==> src/rtl/pio_pkg.sv <==
package pio_pkg;
  localparam int unsigned PORT_W = 8;
  localparam int unsigned ADDR_W = 2;

  localparam logic [ADDR_W-1:0] ADDR_P0 = 2'd0;
  localparam logic [ADDR_W-1:0] ADDR_P1 = 2'd1;
  localparam logic [ADDR_W-1:0] ADDR_P2 = 2'd2;

  // presence-detect decode, result in MB, 0 = reserved code
  function automatic logic [4:0] pd_to_mb(input logic [1:0] pd);
    case (pd)
      2'b00:   return 5'd4;
      2'b10:   return 5'd16;
      2'b11:   return 5'd8;
      default: return 5'd0;
    endcase
  endfunction
endpackage

==> src/rtl/pio_sync.sv <==
module pio_sync #(
  parameter int unsigned WIDTH  = 1,
  parameter int unsigned STAGES = 2
) (
  input  logic             clk_i,
  input  logic             rst_ni,
  input  logic [WIDTH-1:0] d_i,
  output logic [WIDTH-1:0] q_o
);
  logic [WIDTH-1:0] st_q [STAGES];

  for (genvar s = 0; s < STAGES; s++) begin : g_stage
    always_ff @(posedge clk_i or negedge rst_ni) begin
      if (!rst_ni)  st_q[s] <= '0;
      else if (s == 0) st_q[s] <= d_i;
      else          st_q[s] <= st_q[(s == 0) ? 0 : s-1];
    end
  end

  assign q_o = st_q[STAGES-1];
endmodule

==> src/rtl/pio_bus_timer.sv <==
module pio_bus_timer #(
  parameter int unsigned TMO_CYC = 30
) (
  input  logic clk_i,
  input  logic rst_ni,
  input  logic req_i,
  input  logic ack_i,
  input  logic clr_ni,
  output logic flag_no
);
  localparam int unsigned CW = $clog2(TMO_CYC + 1);
  localparam logic [CW-1:0] LAST = CW'(TMO_CYC - 1);

  logic [CW-1:0] cnt_q;
  logic          pend, hit, flag_nq;

  assign pend = req_i & ~ack_i;
  assign hit  = pend & (cnt_q == LAST);

  always_ff @(posedge clk_i or negedge rst_ni) begin
    if (!rst_ni)            cnt_q <= '0;
    else if (!pend)         cnt_q <= '0;
    else if (cnt_q != LAST) cnt_q <= cnt_q + 1'b1;
  end

  // clear control dominates the set condition
  always_ff @(posedge clk_i or negedge rst_ni) begin
    if (!rst_ni)     flag_nq <= 1'b1;
    else if (!clr_ni) flag_nq <= 1'b1;
    else if (hit)    flag_nq <= 1'b0;
  end

  assign flag_no = flag_nq;
endmodule

==> src/rtl/pio_regs.sv <==
module pio_regs
  import pio_pkg::*;
(
  input  logic              clk_i,
  input  logic              rst_ni,
  input  logic              wr_i,
  input  logic [ADDR_W-1:0] addr_i,
  input  logic [PORT_W-1:0] wdata_i,
  output logic [1:0]        led_q_o,
  output logic [2:0]        rsvd0_q_o,
  output logic              dtr_q_o,
  output logic              mask_q_o,
  output logic              clr_nq_o,
  output logic              rsvd1_q_o
);
  logic wr_p0, wr_p2;
  logic unused_wdata;

  assign wr_p0 = wr_i & (addr_i == ADDR_P0);
  assign wr_p2 = wr_i & (addr_i == ADDR_P2);
  assign unused_wdata = ^{wdata_i[5:3]};

  always_ff @(posedge clk_i or negedge rst_ni) begin
    if (!rst_ni) begin
      led_q_o   <= '0;
      rsvd0_q_o <= '0;
    end else if (wr_p0) begin
      led_q_o   <= wdata_i[7:6];
      rsvd0_q_o <= wdata_i[2:0];
    end
  end

  always_ff @(posedge clk_i or negedge rst_ni) begin
    if (!rst_ni) begin
      dtr_q_o   <= 1'b1;
      mask_q_o  <= 1'b1;
      clr_nq_o  <= 1'b1;
      rsvd1_q_o <= 1'b1;
    end else if (wr_p2) begin
      dtr_q_o   <= wdata_i[3];
      mask_q_o  <= wdata_i[2];
      clr_nq_o  <= wdata_i[1];
      rsvd1_q_o <= wdata_i[0];
    end
  end
endmodule

==> src/rtl/board_pio.sv <==
module board_pio
  import pio_pkg::*;
#(
  parameter int unsigned TMO_CYC     = 30,
  parameter int unsigned SYNC_STAGES = 2
) (
  input  logic              clk_i,
  input  logic              rst_ni,
  input  logic [ADDR_W-1:0] addr_i,
  input  logic              rd_i,
  input  logic              wr_i,
  input  logic [PORT_W-1:0] wdata_i,
  output logic [PORT_W-1:0] rdata_o,
  input  logic              bus_req_i,
  input  logic              bus_ack_i,
  input  logic [PORT_W-1:0] sw_on_i,
  input  logic [1:0]        pd_i,
  input  logic              dsr_i,
  input  logic              nmi_i,
  output logic              nmi_o,
  output logic              dtr_o,
  output logic [1:0]        led_o,
  output logic [2:0]        rsvd0_o,
  output logic              rsvd1_o,
  output logic [4:0]        mem_mb_o
);
  logic [1:0] led_q;
  logic [2:0] rsvd0_q;
  logic       dtr_q, nmi_mask_q, clr_n_q, rsvd1_q;
  logic       tovf_n, dsr_s, nmi_s;

  pio_regs u_regs (
    .clk_i, .rst_ni, .wr_i, .addr_i, .wdata_i,
    .led_q_o   (led_q),
    .rsvd0_q_o (rsvd0_q),
    .dtr_q_o   (dtr_q),
    .mask_q_o  (nmi_mask_q),
    .clr_nq_o  (clr_n_q),
    .rsvd1_q_o (rsvd1_q)
  );

  pio_bus_timer #(.TMO_CYC(TMO_CYC)) u_timer (
    .clk_i, .rst_ni,
    .req_i   (bus_req_i),
    .ack_i   (bus_ack_i),
    .clr_ni  (clr_n_q),
    .flag_no (tovf_n)
  );

  pio_sync #(.WIDTH(2), .STAGES(SYNC_STAGES)) u_sync (
    .clk_i, .rst_ni,
    .d_i ({dsr_i, nmi_i}),
    .q_o ({dsr_s, nmi_s})
  );

  assign nmi_o    = nmi_s & ~nmi_mask_q;
  assign dtr_o    = ~dtr_q;
  assign led_o    = led_q;
  assign rsvd0_o  = rsvd0_q;
  assign rsvd1_o  = rsvd1_q;
  assign mem_mb_o = pd_to_mb(pd_i);

  always_comb begin
    rdata_o = '0;
    if (rd_i) begin
      case (addr_i)
        ADDR_P0: rdata_o = {led_q, 3'b000, rsvd0_q};
        ADDR_P1: rdata_o = ~sw_on_i;
        ADDR_P2: rdata_o = {pd_i[1], pd_i[0], tovf_n, ~dsr_s,
                            dtr_q, nmi_mask_q, clr_n_q, rsvd1_q};
        default: rdata_o = '0;
      endcase
    end
  end
endmodule

==> config.mk <==
export PLATFORM = sky130hd
export DESIGN_NAME = board_pio
export DESIGN_NICKNAME = d
export VERILOG_FILES = /design/src/rtl/pio_pkg.sv /design/src/rtl/pio_sync.sv /design/src/rtl/pio_bus_timer.sv /design/src/rtl/pio_regs.sv /design/src/rtl/board_pio.sv
export SDC_FILE = /design/constraint.sdc
export NUM_CORES = 1
export LEC_CHECK = 0
export ABC_AREA = 1
export BUFFER_PORTS_ARGS = -buffer_cell sky130_fd_sc_hd__buf_2
export CORE_MARGIN = 1
export CORE_UTILIZATION = 42
export DETAILED_ROUTE_END_ITERATION = 16
export PLACE_DENSITY = 0.85
export SLEW_MARGIN = 20
export SYNTH_ARGS = -nofsm -noshare
export SYNTH_HDL_FRONTEND = slang
export SYNTH_SLANG_ARGS = --single-unit
==> constraint.sdc <==
create_clock -name clk_i -period 1.16 [get_ports clk_i]
set_clock_uncertainty 0.15 [all_clocks]
set_input_delay 0.174 -clock clk_i [delete_from_list [all_inputs] [get_ports clk_i]]
set_output_delay 0.174 -clock clk_i [all_outputs]
set_load 0.01 [all_outputs]
==> out/results.txt, run 1 <==
Status: finished with violations
Failing checks: negative setup slack
Final Cycle Share: 1.31
Final wirelength: 2900 um
N_diodes: 0
Vias in the first global route: 1,068
Place WS: -0.154 ns
Post-synth ARST share: 1.00
Most numerous cell in the Yosys netlist: nand2_1
CTS clk-pin slew, worst paths: 0.10 ns
Wirelength per Cell: 11.6 um
Initial DRC Count: 31
M3 GR Usage: 0.0254
FF+latch count, synth: 19
Setup TNS: -3.47 ns
Starting Density: 0.449
Mapped Cells: 141
Die area: 0.00291 mm^2
Most used DFF post-synth: dfrtp_1
Power, Total: 1720 uW
RSZ-0062 raised after global routing: yes
Post-synth EDFFs: 0
Horiz. Die Dim: 54.0 um
Endpoints failing hold: 0
Post-route cell area: 0.00184 mm^2
GR Util met2: 0.401
Register area: 482 um^2
Share of cells above drive strength 1: 0.525
Total number of yosys warnings: 0
Crit start category: register
Chip height: 54.0 um
CTS buffer count: 3
Initial antenna violation count: 0
Area of the multi-input gates: 622 um^2
Met1 GRT Util: 0.236
Global-route wire length before repair: 4370 um
Post-layout util: 0.731
Number of vias per cell: 4.75
Fmax: 658 MHz
Antenna-violating nets left: 0
CTS root buffer: clkbuf_4
Post-DP HPWL: 1830 um
Mapped cell area: 0.00113 mm^2
Critical Path RT: 0.84 ns
TritonCTS clock tree: built
CP arrival: 1.20 ns
Top Ports: 49
Synth area leaders: dfrtp_1 (31%), nand2_1 (13%), dfstp_2 (12%)
Crit Path Max Fanout: 2
Minimum clock period: 1.52 ns
GRT Residual Overflow: 0
Clock latency on the worst-skew pair: 0.29 ns
Syn Area/Cell: 8.04 um^2
Clock buffer depth: 2
# clock sinks: 19
GRT busiest layer: met2
Fillers: 189
Max-cap viol count: 0
Final Setup Violations: 23
WS Path Type: reg2out
Via count: 1,191
Gp weighted congestion: 0.774
PwrDens: 930 mW/mm^2
Slew Viols, Final: 0
Post-synth top cells: nand2_1 (40), inv_1 (22), nand3_1 (19)
Area after DPL: 0.00149 mm^2
Worst setup margin: -0.360 ns
DRC: 0
Overall Global Routing Usage: 0.211
Distinct cells, synth: 24
Synth area leader: dfrtp_1
Register area share after synthesis: 0.425
Nets: 252
Share of the synthesized area in the top cell type: 0.309
Synth-to-layout area growth: 62.7%
H-Tree Level Count: 1
Hold WC Path Type: in2reg
Largest net degree at the start of global routing: 20
Rows: 18
Worst setup EP type: output pin
Core ar.: 0.00252 mm^2
Total iterations of the first detailed-routing run: 4
Maximum vdd drop: 0.751 mV
Buffers on Ports: 44
Leakage: 0.00104 uW
[kinds of logic after synthesis]
logic type | Yosys count | synth area share
XOR/XNOR | 1 | 0.00773
AND/OR/NAND/NOR | 80 | 0.369
AO/OA/AOI/OAI | 10 | 0.0541
buffers and inverters | 28 | 0.119
other | 1 | 0.00331
adder cells (fa/ha/maj) | 2 | 0.0221
flip-flops | 19 | 0.425
[final timing paths]
path                                  start                to  slack (ns)  cells after the start
min in group asynchronous            rst_ni  u_timer.cnt_q[3]        0.18                      2
setup reg to reg           u_timer.cnt_q[1]  u_timer.cnt_q[0]       -0.11                      7
hold / removal                         wr_i    u_regs.dtr_q_o        0.02                      3
hold reg to reg              u_sync.st_q[3]     u_sync.q_o[1]        0.21                      0
max in group asynchronous            rst_ni   u_regs.mask_q_o        0.35                      2
setup / recovery            u_regs.clr_nq_o        rdata_o[1]       -0.36                      5
[power breakdown]
| group | leakage, uW | switching, uW | internal [uW] |
|---|---|---|---|
| Sequential | 0.000230 | 45.6 | 740 |
| Combinational | 0.000793 | 279 | 324 |
| Clock | 0.0000150 | 193 | 134 |
[flip-flops by register name, indices dropped and copies added (netlist names)]
signal	cells
u_regs.clr_nq_o	1
u_regs.dtr_q_o	1
u_regs.led_q_o	2
u_regs.mask_q_o	1
u_regs.rsvd0_q_o	3
u_regs.rsvd1_q_o	1
u_sync.q_o	2
u_sync.st_q	2
u_timer.cnt_q	5
u_timer.flag_no	1
[cell usage in the layout, fill, tap and decap left out]
cell type      synthesis  routed
buf_6                  2      13
nor2_1                 5       4
ha_4                   0       1
dlygate4sd3_1          0       9
dfstp_2                5       5
nand2_1               40      32
ha_2                   0       1
o21ai_2                3       4
conb_1                 1       2
o21ai_1                3       3
a21oi_2                0       2
inv_6                  1       1
buf_12                 0       1
nand2_2                2       9
buf_2                  0      39
clkbuf_4               0       3
nand4_1                2       2
nor2_4                 2       3
xnor2_2                0       1
inv_4                  1       1
buf_4                  2      17
nor2_2                 1       1
clkbuf_1               0       1
nand3_1               19      12
inv_2                  0       2
nand3_2                0       7
a21oi_1                3       1
nor2_8                 2       2
nand2_4                2       3
nand3b_1               5       5
dfrtp_1               14      14
inv_1                 22      20
[critical path, cell delays in order, from the launching register on]
cell and delay [ns]:
dfstp_2 0.56, nand3_2 0.08, nand3_2 0.07, nand2_2 0.05, inv_2 0.05, buf_6 0.09
[repair_timing]
action	4_1_cts	5_1_grt
gates resized for setup	22	18
hold buffers	9	0
setup buffers	5	6
pin swaps	13	5
cloned	0	0
endpoints found under the hold margin	30	0
setup endpoints to repair	22	22
[metrics by stage]
step	std cells	hold slack, ns
after floorplan	142	-0.272
after global placement	227	-0.0192
after detailed placement	227	-0.0203
after CTS	245	0.0103
after global routing	251	0.0189
final	251	0.0236
[cell type report]
| class | instances | share of cell area |
|---|---|---|
| Multi-Input combinational cell | 95 | 0.337 |
| Inverter | 24 | 0.0529 |
| Clock buffer | 4 | 0.0142 |
| Sequential cell | 19 | 0.261 |
| Timing Repair Buffer | 79 | 0.314 |
| Tap cell | 30 | 0.0204 |
[metal layers]
layer,up-vias,wire [um]
met5,-,0
met4,0,9
met3,2,123
met2,42,1580
met1,549,1190
li1,598,-
No activity file was read; power rests on OpenSTA's default activity.
==> run 2, diff against run 1 <==
- CORE_UTILIZATION: 42 -> 50
- clock period: 1.16 -> 1.9 ns (I/O delays scaled with it)
==> run 2 against run 1 <==
  * The flow now finishes without violations
  * Die area shrank 15%
  * Sequential share of layout area grew 8.0 points
  * Wire length shrank 20%
  * Power shrank 48%
  * Critical path type unchanged
==> out/results.txt, run 2 (synthesis results as in run 1) <==
Final hold slack: 0.0692 ns (was 0.0236 ns)
Worst Hold Path Cells: 3 (unchanged)
Max-cap viol count: 0 (unchanged)
Largest net degree at the start of global routing: 20 (unchanged)
Fmax: 597 MHz
R2R Setup Slk: 0.56 ns (was -0.11 ns)
Vias in the first global route: 985 (was 1,068)
WS Path Type: reg2out (unchanged)
Initial DRC Count: 8 (was 31)
# clock sinks: 19 (unchanged)
Overall Global Routing Usage: 0.210 (was 0.211)
Reg-to-Reg End: u_timer.cnt_q[1] (was u_timer.cnt_q[0])
Rows: 16 (was 18)
CP arrival: 1.24 ns (was 1.20 ns)
Final Setup Violations: 0 (was 23)
PwrDens: 633 mW/mm^2 (was 930 mW/mm^2)
Worst setup EP type: output pin (unchanged)
R2R depth: 6 (was 7)
Die area: 0.00246 mm^2 (was 0.00291 mm^2)
Top reg by flops: u_timer.cnt_q (unchanged)
Final wirelength: 2320 um (was 2900 um)
CTS buffer count: 3 (unchanged)
Critical Path RT: 1.46 ns (was 0.84 ns)
Post-DP HPWL: 1850 um (was 1830 um)
Hold WC Path Type: in2reg (unchanged)
Share of cells above drive strength 1: 0.354 (was 0.525)
H-Tree Level Count: 1 (unchanged)
Cts hold-fix bufs: 3 (was 9)
Final Cycle Share: 0.882
N_diodes: 0 (unchanged)
Crit start category: register (unchanged)
Clock latency on the worst-skew pair: 0.29 ns (about the same)
Core ar.: 0.00204 mm^2 (was 0.00252 mm^2)
TritonCTS clock tree: built (unchanged)
PostCTS Resize Cnt: 0 (was 22)
DRC: 0 (unchanged)
Number of flip-flops in the largest register: 5 (unchanged)
DR top layer: met4 (unchanged)
Maximum vdd drop: 0.595 mV (was 0.751 mV)
Via count: 1,053 (was 1,191)
CTS clk-pin slew, worst paths: 0.10 ns (about the same)
Setup bufs post-CTS: 0 (was 5)
Starting Density: 0.555 (was 0.449)
Post-Layout Cell Count: 216 (was 251)
Number of vias per cell: 4.88 (was 4.75)
Status: completed (was finished with violations)
Minimum clock period: 1.68 ns
DP Cell Count: 209 (was 227)
Endpoints failing hold: 0 (unchanged)
Top Ports: 49 (unchanged)
Leading cell types in the layout, fill and taps excluded: buf_2 (44), nand2_1 (40), inv_1 (22) (was buf_2 (39), nand2_1 (32), inv_1 (20))
Wirelength per Cell: 10.7 um (was 11.6 um)
Antenna-violating nets left: 0 (unchanged)
CTS root buffer: clkbuf_4 (unchanged)
Wire length on met1: 941 um (was 1190 um)
Hold_sp: wdata_i[2] (was wr_i)
Total iterations of the first detailed-routing run: 4 (unchanged)
Initial antenna violation count: 0 (unchanged)
Chip height: 49.6 um (was 54.0 um)
Global-route wire length before repair: 4020 um (was 4370 um)
Biggest regs: u_timer.cnt_q (5), u_regs.rsvd0_q_o (3) (unchanged)
Leakage: 0.000833 uW (was 0.00104 uW)
Gp weighted congestion: 0.797 (was 0.774)
Buffers on Ports: 44 (unchanged)
Met2 wire len: 1170 um (was 1580 um)
Commonest non-fill, non-tap cell in the layout: buf_2 (unchanged)
Slew Viols, Final: 0 (unchanged)
Clock buffer depth: 2 (unchanged)
Worst r2r src: u_timer.cnt_q[0] (was u_timer.cnt_q[1])
Nets: 220 (was 252)
RSZ-0062 raised after global routing: no (was yes)
End of the worst hold path: u_regs.mask_q_o (was u_regs.dtr_q_o)
DR WL met3: 190 um (was 123 um)
Horiz. Die Dim: 49.6 um (was 54.0 um)
Synth-to-layout area growth: 24.5% (was 62.7%)
GRT Residual Overflow: 0 (unchanged)
Setup TNS: 0 ns (was -3.47 ns)
Crit Path Max Fanout: 3 (was 2)
## run 2: cell types whose count changed in the layout (fill, tap and decap cells not counted), sizes merged
cell / delta
dlygate4sd3: -6
clkbuf: -1
clkinv: +1
buf: -26
## run 2: final cells by class
cell class / count / area (um^2)
Clock inverter: 1 / 5.00
Multi-Input combinational cell: 95 / 520
Tap cell: 27 / 33.8
Timing Repair Buffer: 47 / 250
Inverter: 24 / 97.6
Fill cell: 193 / 631
Clock buffer: 3 / 22.5
Sequential cell: 19 / 482
## run 2: power breakdown
group	switching, uW	leakage (uW)	internal [uW]	total [uW]
sequential	29.0	0.000230	451	480
combinational	124	0.000585	91.2	215
clock	120	0.0000177	78.4	199
## run 2: metal layers
| layer | vias up | track usage |
|---|---|---|
| li1 | 532 | - |
| met1 | 470 | 0.243 |
| met2 | 49 | 0.385 |
| met3 | 2 | 0.0370 |
| met4 | 0 | 0.0714 |
| met5 | - | 0 |
## run 2: worst max path at each step
stage	start	end	depth (start not counted)
3_3_place_gp	addr_i[1]	rdata_o[5]	6
3_5_place_dp	addr_i[0]	rdata_o[5]	6
5_1_grt	u_regs.rsvd1_q_o	rdata_o[0]	5
6_report	u_regs.clr_nq_o	rdata_o[1]	5
2_1_floorplan	addr_i[1]	rdata_o[3]	5
4_1_cts	u_regs.clr_nq_o	rdata_o[1]	5
## run 2: critical path: stages (launching register included)
cell     delay [ns]
dfstp_2        0.56
nand3_1        0.08
nand3_1        0.09
nand2_1        0.05
inv_1          0.05
buf_2          0.12
## run 2: stage by stage
stage | util | total power [uW] | instance area [um^2] | setup WS, ns
5_1_grt | 0.691 | 950 | 1410 | 0.110
3_3_place_gp | 0.663 | 690 | 1350 | 0.374
3_5_place_dp | 0.663 | 701 | 1350 | 0.359
2_1_floorplan | - | 609 | 1140 | 0.613
6_report | 0.691 | 894 | 1410 | 0.225
4_1_cts | 0.691 | 904 | 1410 | 0.215
==> run 3, diff against run 2 <==
- CAP_MARGIN: default -> 20
- CORE_ASPECT_RATIO: default -> 0.6
==> run 3 against run 2 <==
  * Wire length is 14% higher
  * Sequential power is essentially flat
  * Critical path depth unchanged
  * Core utilization up 3.0 points
  * Count of clock-buffer cells in the layout is 1 higher
  * Power up 9.1%
  * Combinational power rose by 2%
  * Cell count rose by 0.46%
  * Fmax up 3.7%
  * Critical endpoint is now rdata_o[2]
  * Highest routed layer unchanged
==> out/results.txt, run 3 (synthesis results as in run 1) <==
Initial DRC Count: 61 (was 8)
DP Cell Count: 210 (was 209)
GR Util met2: 0.428 (was 0.385)
Final wirelength: 2650 um (was 2320 um)
Hold_sp: wdata_i[0] (was wdata_i[2])
Commonest non-fill, non-tap cell in the layout: buf_2 (unchanged)
Top reg by flops: u_timer.cnt_q (unchanged)
CTS buffer count: 3 (unchanged)
Post-DP HPWL: 2070 um (was 1850 um)
Biggest regs: u_timer.cnt_q (5), u_regs.rsvd0_q_o (3) (unchanged)
Crit start category: register (unchanged)
Clock buffer depth: 2 (unchanged)
Chip height: 38.9 um (was 49.6 um)
Area after DPL: 0.00136 mm^2 (was 0.00135 mm^2)
Endpoints failing hold: 0 (unchanged)
Setup TNS: 0 ns (unchanged)
Top Ports: 49 (unchanged)
Maximum vdd drop: 0.495 mV (was 0.595 mV)
Vias in the first global route: 1,019 (was 985)
End of the worst hold path: u_regs.rsvd1_q_o (was u_regs.mask_q_o)
Core ar.: 0.00198 mm^2 (was 0.00204 mm^2)
Share of cells above drive strength 1: 0.349 (was 0.354)
RSZ-0062 raised after global routing: no (unchanged)
WS Path Type: reg2out (unchanged)
Worst Hold Path Cells: 3 (unchanged)
Wirelength per Cell: 12.2 um (was 10.7 um)
Crit-path cells: nand3_1 > nand3_1 > nand2_1 > inv_1 > buf_2 (unchanged)
Total iterations of the first detailed-routing run: 4 (unchanged)
Power, Total: 976 uW (was 894 uW)
Final Setup Violations: 0 (unchanged)
Die area: 0.00247 mm^2 (was 0.00246 mm^2)
Fmax: 619 MHz (was 597 MHz)
GRT busiest layer: met2 (unchanged)
DRC: 0 (unchanged)
M3 GR Usage: 0.0676 (was 0.0370)
Post-route cell area: 0.00143 mm^2 (was 0.00141 mm^2)
GRT Residual Overflow: 0 (unchanged)
Post-layout util: 0.722 (was 0.691)
Buffers on Ports: 44 (unchanged)
Slowest cell on crit path: dfstp_2 (unchanged)
Cell family with most CP delay: flip-flops (unchanged)
Antenna-violating nets left: 0 (unchanged)
Horiz. Die Dim: 63.5 um (was 49.6 um)
Largest net degree at the start of global routing: 20 (unchanged)
Nets: 220 (unchanged)
Gp weighted congestion: 0.849 (was 0.797)
Overall Global Routing Usage: 0.238 (was 0.210)
CTS clk-pin slew, worst paths: 0.07 ns (was 0.10 ns)
Leading cell types in the layout, fill and taps excluded: buf_2 (44), nand2_1 (40), inv_1 (22) (unchanged)
Number of flip-flops in the largest register: 5 (unchanged)
R2R Setup Slk: 0.49 ns (was 0.56 ns)
N_diodes: 0 (unchanged)
CTS root buffer: clkbuf_8 (was clkbuf_4)
Slew Viols, Final: 0 (unchanged)
Final Cycle Share: 0.850 (was 0.882)
R2R depth: 6 (unchanged)
Hold WC Path Type: in2reg (unchanged)
Initial antenna violation count: 0 (unchanged)
Setup bufs post-CTS: 0 (unchanged)
H-Tree Level Count: 1 (unchanged)
Status: completed (unchanged)
Max-cap viol count: 0 (unchanged)
Worst setup EP type: output pin (unchanged)
Rows: 12 (was 16)
Number of vias per cell: 4.90 (was 4.88)
# clock sinks: 19 (unchanged)
Critical Path RT: 1.46 ns (about the same)
Post-Layout Cell Count: 217 (was 216)
Synth-to-layout area growth: 26.2% (was 24.5%)
Minimum clock period: 1.62 ns (was 1.68 ns)
TritonCTS clock tree: built (unchanged)
Reg-to-Reg End: u_timer.cnt_q[0] (was u_timer.cnt_q[1])
CP dominant cell by count: nand3_1 (unchanged)
CP arrival: 1.18 ns (was 1.24 ns)
Via count: 1,063 (was 1,053)
WP buf/inv: 2 (unchanged)
Leakage: 0.000838 uW (was 0.000833 uW)
Starting Density: 0.572 (was 0.555)
Worst r2r src: u_timer.cnt_q[0] (unchanged)
Global-route wire length before repair: 4240 um (was 4020 um)
Met1 GRT Util: 0.279 (was 0.243)
Max incr delay on CP: 0.55 ns (was 0.56 ns)
Crit Path Max Fanout: 3 (unchanged)
Clock latency on the worst-skew pair: 0.26 ns (was 0.29 ns)
PwrDens: 682 mW/mm^2 (was 633 mW/mm^2)
run 3: area by class of cell:
class / count / area [um^2]
sequential: 19 / 482
tap: 28 / 35.0
multi-input combinational: 95 / 520
fill: 148 / 552
inverter: 24 / 97.6
timing repair buffer: 47 / 250
clock buffer: 4 / 45.0
run 3: how the worst max path moves through the flow:
stage / start / endpoint / slack, ns / depth (start not counted)
global placement: addr_i[1] / rdata_o[5] / 0.37 / 6
finish: u_regs.mask_q_o / rdata_o[2] / 0.28 / 5
detailed placement: addr_i[0] / rdata_o[4] / 0.33 / 6
CTS: u_regs.mask_q_o / rdata_o[2] / 0.28 / 5
global route: u_regs.rsvd1_q_o / rdata_o[0] / 0.21 / 5
floorplan: addr_i[1] / rdata_o[3] / 0.61 / 5
run 3: metal layers:
layer | up-vias | routed length (um)
li1 | 532 | -
met1 | 486 | 1140
met2 | 39 | 1330
met3 | 6 | 150
met4 | 0 | 33
met5 | - | 0
run 3: stage by stage:
stage	hold slack [ns]	setup WS [ns]
after floorplan	-0.161	0.613
after CTS	0.109	0.280
after detailed placement	0.0884	0.327
after global placement	0.0823	0.371
after global routing	0.119	0.211
final	0.104	0.285
run 3: tightest hold or removal path, stage by stage:
cell and delay [ns]:
buf_2 0.09, inv_1 0.07, o21ai_2 0.06
run 3: power breakdown:
| group | leakage [uW] | internal (uW) | switching, uW |
|---|---|---|---|
| logic | 0.000585 | 91.6 | 127 |
| clock network | 0.0000228 | 149 | 128 |
| registers | 0.000230 | 452 | 28.1 |
run 3: what timing repair did:
item	4_1_cts	5_1_grt
resized for setup	0	0
hold endpoints to repair	16	0
hold buffers	3	0
